--- src/rtl/mdio_fm_pkg.sv ---
package mdio_fm_pkg;
   localparam logic [1:0] SOF_CODE = 2'b01;
   localparam logic [1:0] OPC_RD   = 2'b10;
   localparam logic [1:0] OPC_WR   = 2'b01;
   localparam logic [1:0] TA_WR    = 2'b10;
   localparam int unsigned CTL_BITS = 4;
   localparam int unsigned TA_BITS  = 2;
endpackage

--- src/rtl/mdio_fm_tick.sv ---
module mdio_fm_tick #(
   parameter int unsigned HALF = 10
) (
   input  logic clk,
   input  logic rst_n,
   input  logic clr_i,
   input  logic run_i,
   output logic tick_o
);
   localparam int unsigned CW = (HALF > 1) ? $clog2(HALF) : 1;

   logic [CW-1:0] cnt_q;
   logic          wrap;

   assign wrap   = (cnt_q == CW'(HALF - 1));
   assign tick_o = run_i && wrap;

   always_ff @(posedge clk or negedge rst_n) begin
      if (!rst_n)              cnt_q <= '0;
      else if (clr_i || !run_i) cnt_q <= '0;
      else if (wrap)           cnt_q <= '0;
      else                     cnt_q <= cnt_q + 1'b1;
   end

   // half-period ticks never come back to back
   p_tick_gap_r4: assert property (@(posedge clk) disable iff (!rst_n)
      tick_o |=> !tick_o);
endmodule

--- src/rtl/mdio_fm_txsr.sv ---
module mdio_fm_txsr #(
   parameter int unsigned W = 64
) (
   input  logic         clk,
   input  logic         rst_n,
   input  logic         load_i,
   input  logic [W-1:0] load_val_i,
   input  logic         shift_i,
   output logic         bit_o
);
   logic [W-1:0] sr_q;

   always_ff @(posedge clk or negedge rst_n) begin
      if (!rst_n)       sr_q <= '1;
      else if (load_i)  sr_q <= load_val_i;
      else if (shift_i) sr_q <= {sr_q[W-2:0], 1'b1};
   end

   assign bit_o = sr_q[W-1];
endmodule

--- src/rtl/mdio_fm_rxcap.sv ---
module mdio_fm_rxcap #(
   parameter int unsigned DW   = 16,
   parameter int unsigned SYNC = 2
) (
   input  logic          clk,
   input  logic          rst_n,
   input  logic          clr_i,
   input  logic          smp_i,
   input  logic          err_slot_i,
   input  logic          mdi_i,
   output logic [DW-1:0] data_o,
   output logic          err_o
);
   logic mdi_s;

   generate
      if (SYNC == 0) begin : g_nosync
         assign mdi_s = mdi_i;
      end else begin : g_sync
         logic [SYNC:0] chain;
         assign chain[0] = mdi_i;
         for (genvar g = 0; g < SYNC; g++) begin : g_stage
            always_ff @(posedge clk or negedge rst_n) begin
               if (!rst_n) chain[g+1] <= 1'b1;
               else        chain[g+1] <= chain[g];
            end
         end
         assign mdi_s = chain[SYNC];
      end
   endgenerate

   always_ff @(posedge clk or negedge rst_n) begin
      if (!rst_n) begin
         data_o <= '0;
         err_o  <= 1'b0;
      end else if (clr_i) begin
         data_o <= '0;
         err_o  <= 1'b0;
      end else if (smp_i) begin
         if (err_slot_i) err_o  <= mdi_s;
         else            data_o <= {data_o[DW-2:0], mdi_s};
      end
   end

   // the error flag moves only on its own sample or a clear
   p_err_hold_r8: assert property (@(posedge clk) disable iff (!rst_n)
      (!clr_i && !(smp_i && err_slot_i)) |=> $stable(err_o));
endmodule

--- src/rtl/mdio_frame_master.sv ---
module mdio_frame_master #(
   parameter int unsigned HALF_DIV    = 10,
   parameter int unsigned PRE_LEN     = 32,
   parameter int unsigned ADDR_W      = 5,
   parameter int unsigned DATA_W      = 16,
   parameter int unsigned SYNC_STAGES = 2
) (
   input  logic              clk,
   input  logic              rst_n,
   input  logic              start_i,
   input  logic              rd_wr_n_i,
   input  logic [ADDR_W-1:0] phy_addr_i,
   input  logic [ADDR_W-1:0] reg_addr_i,
   input  logic [DATA_W-1:0] wdata_i,
   output logic              busy_o,
   output logic              done_o,
   output logic [DATA_W-1:0] rdata_o,
   output logic              err_o,
   output logic              mdc_o,
   output logic              mdo_o,
   output logic              mdo_oe_o,
   input  logic              mdi_i
);
   import mdio_fm_pkg::*;

   localparam int unsigned HDR_W   = CTL_BITS + 2 * ADDR_W;
   localparam int unsigned FRAME_W = PRE_LEN + HDR_W + TA_BITS + DATA_W;
   localparam int unsigned SLOT_W  = $clog2(FRAME_W);
   localparam logic [SLOT_W-1:0] TA_SLOT   = SLOT_W'(PRE_LEN + HDR_W);
   localparam logic [SLOT_W-1:0] ERR_SLOT  = SLOT_W'(PRE_LEN + HDR_W + 1);
   localparam logic [SLOT_W-1:0] LAST_SLOT = SLOT_W'(FRAME_W - 1);

   generate
      if (HALF_DIV < 2)   begin : g_chk_div  $error("HALF_DIV must be 2 or more"); end
      if (PRE_LEN < 1)    begin : g_chk_pre  $error("PRE_LEN must be at least 1"); end
      if (ADDR_W != 5)    begin : g_chk_addr $error("ADDR_W is fixed at 5 by the frame"); end
      if (DATA_W != 16)   begin : g_chk_data $error("DATA_W is fixed at 16 by the frame"); end
      if (SYNC_STAGES > 3) begin : g_chk_sync $error("SYNC_STAGES above 3 is not useful"); end
   endgenerate

   logic              busy_q, mdc_q, rd_q, oe_q, done_q, err_q;
   logic [DATA_W-1:0] rdata_q;
   logic [SLOT_W-1:0] slot_q;
   logic              tick, start_acc, rise_ev, fall_ev, last_fall;
   logic [FRAME_W-1:0] frame_val;
   logic [DATA_W-1:0] cap_data;
   logic              cap_err, smp, tx_bit;

   assign start_acc = start_i && !busy_q;
   assign rise_ev   = tick && !mdc_q;
   assign fall_ev   = tick && mdc_q;
   assign last_fall = fall_ev && (slot_q == LAST_SLOT);

   assign frame_val = {{PRE_LEN{1'b1}}, SOF_CODE,
                       (rd_wr_n_i ? OPC_RD : OPC_WR),
                       phy_addr_i, reg_addr_i,
                       (rd_wr_n_i ? 2'b11 : TA_WR),
                       (rd_wr_n_i ? {DATA_W{1'b1}} : wdata_i)};

   mdio_fm_tick #(.HALF(HALF_DIV)) u_tick (
      .clk    (clk),
      .rst_n  (rst_n),
      .clr_i  (start_acc),
      .run_i  (busy_q),
      .tick_o (tick)
   );

   mdio_fm_txsr #(.W(FRAME_W)) u_tx (
      .clk        (clk),
      .rst_n      (rst_n),
      .load_i     (start_acc),
      .load_val_i (frame_val),
      .shift_i    (fall_ev),
      .bit_o      (tx_bit)
   );

   assign smp = rise_ev && rd_q && (slot_q >= ERR_SLOT);

   mdio_fm_rxcap #(.DW(DATA_W), .SYNC(SYNC_STAGES)) u_rx (
      .clk        (clk),
      .rst_n      (rst_n),
      .clr_i      (start_acc),
      .smp_i      (smp),
      .err_slot_i (slot_q == ERR_SLOT),
      .mdi_i      (mdi_i),
      .data_o     (cap_data),
      .err_o      (cap_err)
   );

   always_ff @(posedge clk or negedge rst_n) begin
      if (!rst_n) begin
         busy_q  <= 1'b0;
         mdc_q   <= 1'b0;
         rd_q    <= 1'b0;
         oe_q    <= 1'b1;
         done_q  <= 1'b0;
         err_q   <= 1'b0;
         rdata_q <= '0;
         slot_q  <= '0;
      end else begin
         done_q <= 1'b0;
         if (start_acc) begin
            busy_q <= 1'b1;
            mdc_q  <= 1'b0;
            rd_q   <= rd_wr_n_i;
            oe_q   <= 1'b1;
            slot_q <= '0;
         end else if (rise_ev) begin
            mdc_q <= 1'b1;
         end else if (fall_ev) begin
            mdc_q <= 1'b0;
            if (last_fall) begin
               busy_q  <= 1'b0;
               done_q  <= 1'b1;
               oe_q    <= 1'b1;
               err_q   <= rd_q && cap_err;
               rdata_q <= (rd_q && !cap_err) ? cap_data : '0;
            end else begin
               slot_q <= slot_q + 1'b1;
               if (rd_q && (slot_q + 1'b1 == TA_SLOT)) oe_q <= 1'b0;
            end
         end
      end
   end

   assign busy_o   = busy_q;
   assign done_o   = done_q;
   assign rdata_o  = rdata_q;
   assign err_o    = err_q;
   assign mdc_o    = mdc_q;
   assign mdo_o    = tx_bit;
   assign mdo_oe_o = oe_q;

   // idle bus state
   p_idle_bus_r1: assert property (@(posedge clk) disable iff (!rst_n)
      !busy_o |-> (!mdc_o && mdo_oe_o && mdo_o));
   // outgoing data holds while MDC is high
   p_mdo_hold_r4: assert property (@(posedge clk) disable iff (!rst_n)
      mdc_o |-> $stable(mdo_o));
   // direction flips only with MDC low
   p_oe_flip_r6: assert property (@(posedge clk) disable iff (!rst_n)
      $changed(mdo_oe_o) |-> !mdc_o);
   // an error always comes with zero data
   p_err_zero_r8: assert property (@(posedge clk) disable iff (!rst_n)
      (done_o && err_o) |-> (rdata_o == '0));
   // completion is a single-cycle pulse with busy released
   p_done_pulse_r9: assert property (@(posedge clk) disable iff (!rst_n)
      done_o |=> !done_o);
   p_done_idle_r9: assert property (@(posedge clk) disable iff (!rst_n)
      done_o |-> !busy_o);
   // a strobe during a frame cannot end or restart it early
   p_start_ignored_r10: assert property (@(posedge clk) disable iff (!rst_n)
      (busy_o && start_i) |=> (busy_o || done_o));
endmodule

--- config.mk ---
export PLATFORM = sky130hd
export DESIGN_NAME = mdio_frame_master
export DESIGN_NICKNAME = d
export VERILOG_FILES = /design/src/rtl/mdio_fm_pkg.sv /design/src/rtl/mdio_fm_tick.sv /design/src/rtl/mdio_fm_txsr.sv /design/src/rtl/mdio_fm_rxcap.sv /design/src/rtl/mdio_frame_master.sv
export SDC_FILE = /design/constraint.sdc
export NUM_CORES = 1
export LEC_CHECK = 0
export CAP_MARGIN = 20
export CORE_UTILIZATION = 55
export CTS_BUF_LIST = sky130_fd_sc_hd__clkbuf_4 sky130_fd_sc_hd__clkbuf_8
export CTS_CLUSTER_SIZE = 10
export DETAILED_ROUTE_END_ITERATION = 12
export DONT_BUFFER_PORTS = 1
export GPL_ROUTABILITY_DRIVEN = 0
export PLACE_DENSITY_LB_ADDON = 0.1
export SYNTH_ARGS = -nofsm -noshare
export SYNTH_HDL_FRONTEND = slang
export SYNTH_SLANG_ARGS = --single-unit
--- constraint.sdc ---
create_clock -name clk -period 5.16 [get_ports clk]
set_input_delay 1.548 -clock clk [delete_from_list [all_inputs] [get_ports clk]]
set_output_delay 1.548 -clock clk [all_outputs]
set_load 0.02 [all_outputs]
==> results.py <==
metrics = {
    "global_route": {
        "grt_pass1_wl_um": 15810,
        "grt_pass1_vias": 3341,
        "grt-ovfl-total": 0,
        "grt_start_max_net_pins": 116,
        "grt_usage_pct": 22.86,
        "antenna_found_initial": 0,
    },
    "yosys": {
        "async_flop_share_pct": 100.0,
        "synth_flop_cell": "dfstp_2",
        "synth_nets": 561,
        "synthXorXnorAreaFrac_pct": 0.3566,
        "synthAdderAreaFrac_pct": 1.019,
        "synth_top_family_by_area": "simple AND/OR/NAND/NOR gates",
        "synth_edf_count": 0,
        "yosys_warnings": 0,
        "ys_ff_latch": 115,
        "synth-compound-area-share_pct": 11.36,
        "avgSynthCellArea_sq_um": 9.339,
        "synthSimpleGateAreaFrac_pct": 22.54,
        "ys_seq_area_share_pct": 60.29,
        "yosysUniqueCellTypes": 39,
        "synthMuxAreaShare_pct": 1.019,
        "syn_inst": 526,
        "syn_area_sq_um": 4912,
    },
    "drt": {
        "via_per_inst": 5.515,
        "num_vias": 3491,
        "drc": 0,
        "initialDrtViolationCount": 143,
        "routed_wl_um": 9277,
        "wl_per_cell_um": 14.66,
        "dr.pass1.iters": 4,
        "ant_nets": 0,
    },
    "floorplan": {
        "die-area_sq_um": 9313,
        "io_pins": 53,
        "fp.dieH_um": 96.51,
        "initial_utilization_pct": 56.60,
        "fp.dieW_um": 96.51,
        "rows": 34,
        "core_area_sq_um": 8678,
    },
    "cts": {
        "cts_resized": 0,
        "cts_root_buffer": "clkbuf_8",
        "cts_tree": "yes",
        "cts_buffers": 17,
        "clk_latency_ps": 430,
        "path_clk_slew_ps": 70,
        "ctsHtreeMaxLevel": 4,
        "post-cts-setup-buffers": 0,
        "clock_path_buffers": 2,
        "hold_buffers": 0,
        "clock-sinks": 115,
    },
    "critical_path": {
        "crit_path_end_kind": "flip-flop",
        "arrival_ps": 3100,
        "cp_max_fo": 23,
        "path_class": "flip-flop to flip-flop",
        "cp-start-kind": "flip-flop",
        "critPathRequiredTime_ps": 5500,
    },
    "cells_and_area": {
        "fin_util_pct": 61.87,
        "final_cells": 633,
        "finalNetCount": 547,
        "final_layout_size_suffix_gt1_share_pct": 21.52,
        "insertedDiodeCount": 0,
        "fin_area_sq_um": 5369,
        "fill_cells": 761,
        "synthToLayoutAreaGrowth_pct": 9.297,
    },
    "power_and_ir_drop": {
        "irDropWorstVdd_v": 0.0003277,
        "total_power_mw": 2.921,
        "p_leak_nw": 2.359,
        "pwr_density_cell_nw_per_um2": 544.1,
    },
    "place": {
        "hpwl_um": 5322,
        "dpl-instance-area_sq_um": 4947,
        "io_buffers": 0,
        "placed_cells": 600,
    },
    "sta": {
        "tightestPinTransition_ps": 994.3,
        "fmax_mhz": 363.0,
        "skew_ps": 12.15,
        "final.period_utilization_pct": 53.39,
        "setup_viol": 0,
        "fin_setup_tns_ps": 0,
        "final_max_slew_viol_count": 0,
        "slew_headroom_pct": 33.71,
        "rsz0062_at_grt": "false",
        "layout_min_cycle_time_ps": 2755,
        "hold_viol": 0,
    },
    "flow_run": {
        "maxCapViolCount": 0,
    },
    "run_status": {
        "status": "finished, final reports clean",
    },
    "worst_hold_path": {
        "hp-class": "flip-flop to flip-flop",
    },
}
Yosys cell counts, types with 2 or more instances:
cell / instances / area, sq um
a211oi_1: 2 / 15.01
a21oi_1: 4 / 20.02
a22oi_1: 10 / 75.07
a31oi_1: 18 / 112.6
buf_1: 2 / 7.510
buf_2: 2 / 10.01
clkbuf_1: 33 / 123.9
dfrtp_1: 48 / 1201
dfstp_2: 67 / 1760
ha_1: 4 / 50.05
inv_1: 3 / 11.26
mux2i_1: 5 / 50.05
nand2_1: 192 / 720.7
nand2b_1: 3 / 18.77
nand3_1: 23 / 115.1
nor2_1: 10 / 37.54
nor2b_1: 4 / 25.02
nor3_1: 19 / 95.09
o21ai_0: 57 / 285.3
cell type report:
type | count | area (sq um) | share of cell area, %
Clock buffer | 19 | 255.2 | 4.754
Clock inverter | 13 | 158.9 | 2.960
Tap cell | 108 | 135.1 | 2.517
Inverter | 4 | 15.01 | 0.2797
Timing Repair Buffer | 5 | 37.54 | 0.6991
Multi-Input combinational cell | 369 | 1805 | 33.63
Sequential cell | 115 | 2962 | 55.16
cells in the final DEF, fill, tap and decap left out, types with 2 or more instances in the layout:
| cell | netlist | final |
|---|---|---|
| bufinv_16 | 0 | 3 |
| mux2i_1 | 5 | 5 |
| inv_1 | 3 | 3 |
| clkinv_2 | 0 | 4 |
| clkinv_4 | 0 | 2 |
| nand2b_1 | 3 | 2 |
| a22oi_1 | 10 | 10 |
| a21oi_1 | 4 | 4 |
| nor3_1 | 19 | 18 |
| clkinvlp_4 | 0 | 3 |
| dfrtp_1 | 48 | 48 |
| nor2b_1 | 4 | 3 |
| nor2_1 | 10 | 9 |
| o21ai_0 | 57 | 57 |
| ha_1 | 4 | 4 |
| buf_4 | 0 | 5 |
| nand3_1 | 23 | 23 |
| clkbuf_8 | 0 | 18 |
| a211oi_1 | 2 | 2 |
| nand2_1 | 192 | 192 |
| a31oi_1 | 18 | 18 |
| dfstp_2 | 67 | 67 |
state kept, by name (all words and copies together), names as in the netlist:
name               flops
mdo_oe_o               1
slot_q                 6
u_tx.sr_q             64
rd_q                   1
u_rx.g_sync.chain      1
mdc_o                  1
u_rx.data_o           16
u_rx.mdi_s             1
done_o                 1
u_tick.cnt_q           4
rdata_o               16
err_o                  1
busy_o                 1
u_rx.err_o             1
per-stage QoR:
stage,setup slack (ps),hold WS (ps)
global placement,2394,346.2
detailed placement,2374,354.3
CTS,2402,360.2
floorplan,2561,345.2
finish,2405,360.7
global route,2215,363.5
critical path, stage by stage, from the launching register on:
cell,delay (ps)
dfrtp_1,670
nand2_1,270
or4_1,950
inv_2,440
nor2_2,60
a311oi_2,270
final timing paths:
check	endpoint	startpoint	slack [ps]	cells past startpoint
worst max-delay path	slot_q[2]$_DFFE_PN0P_	busy_o$_DFFE_PN0P_	2400	5
worst min-delay path	u_rx.mdi_s$_DFF_PN1_	u_rx.g_sync.chain[1]$_DFF_PN1_	360	0
worst max register to register	slot_q[2]$_DFFE_PN0P_	busy_o$_DFFE_PN0P_	2400	5
worst min register to register	u_rx.mdi_s$_DFF_PN1_	u_rx.g_sync.chain[1]$_DFF_PN1_	360	0
max in group asynchronous	u_tx.sr_q[43]$_DFFE_PN1P_	rst_n	4070	0
min in group asynchronous	u_rx.data_o[1]$_DFFE_PN0P_	rst_n	800	0
logic make-up after synthesis:
logic type	count (synthesis)
compound gates	96
fa+ha+maj	4
mux	5
simple gates	262
buf+inv	42
flops	115
xor+xnor	2
per-layer routing:
layer	up-vias	share of wire (%)	global-route usage, %
li1	1726	-	-
met1	1682	46	28.24
met2	65	47	35.97
met3	18	4.7	8.920
met4	0	1.8	9.314
met5	-	0	0
power breakdown:
| part | switching [mW] | leakage, nW | internal, mW |
|---|---|---|---|
| Sequential | 0.206 | 1.30 | 1.37 |
| Combinational | 0.254 | 0.856 | 0.218 |
| Clock | 0.374 | 0.205 | 0.494 |
| Total | 0.834 | 2.36 | 2.09 |
No activity file was read; power rests on OpenSTA's default activity.
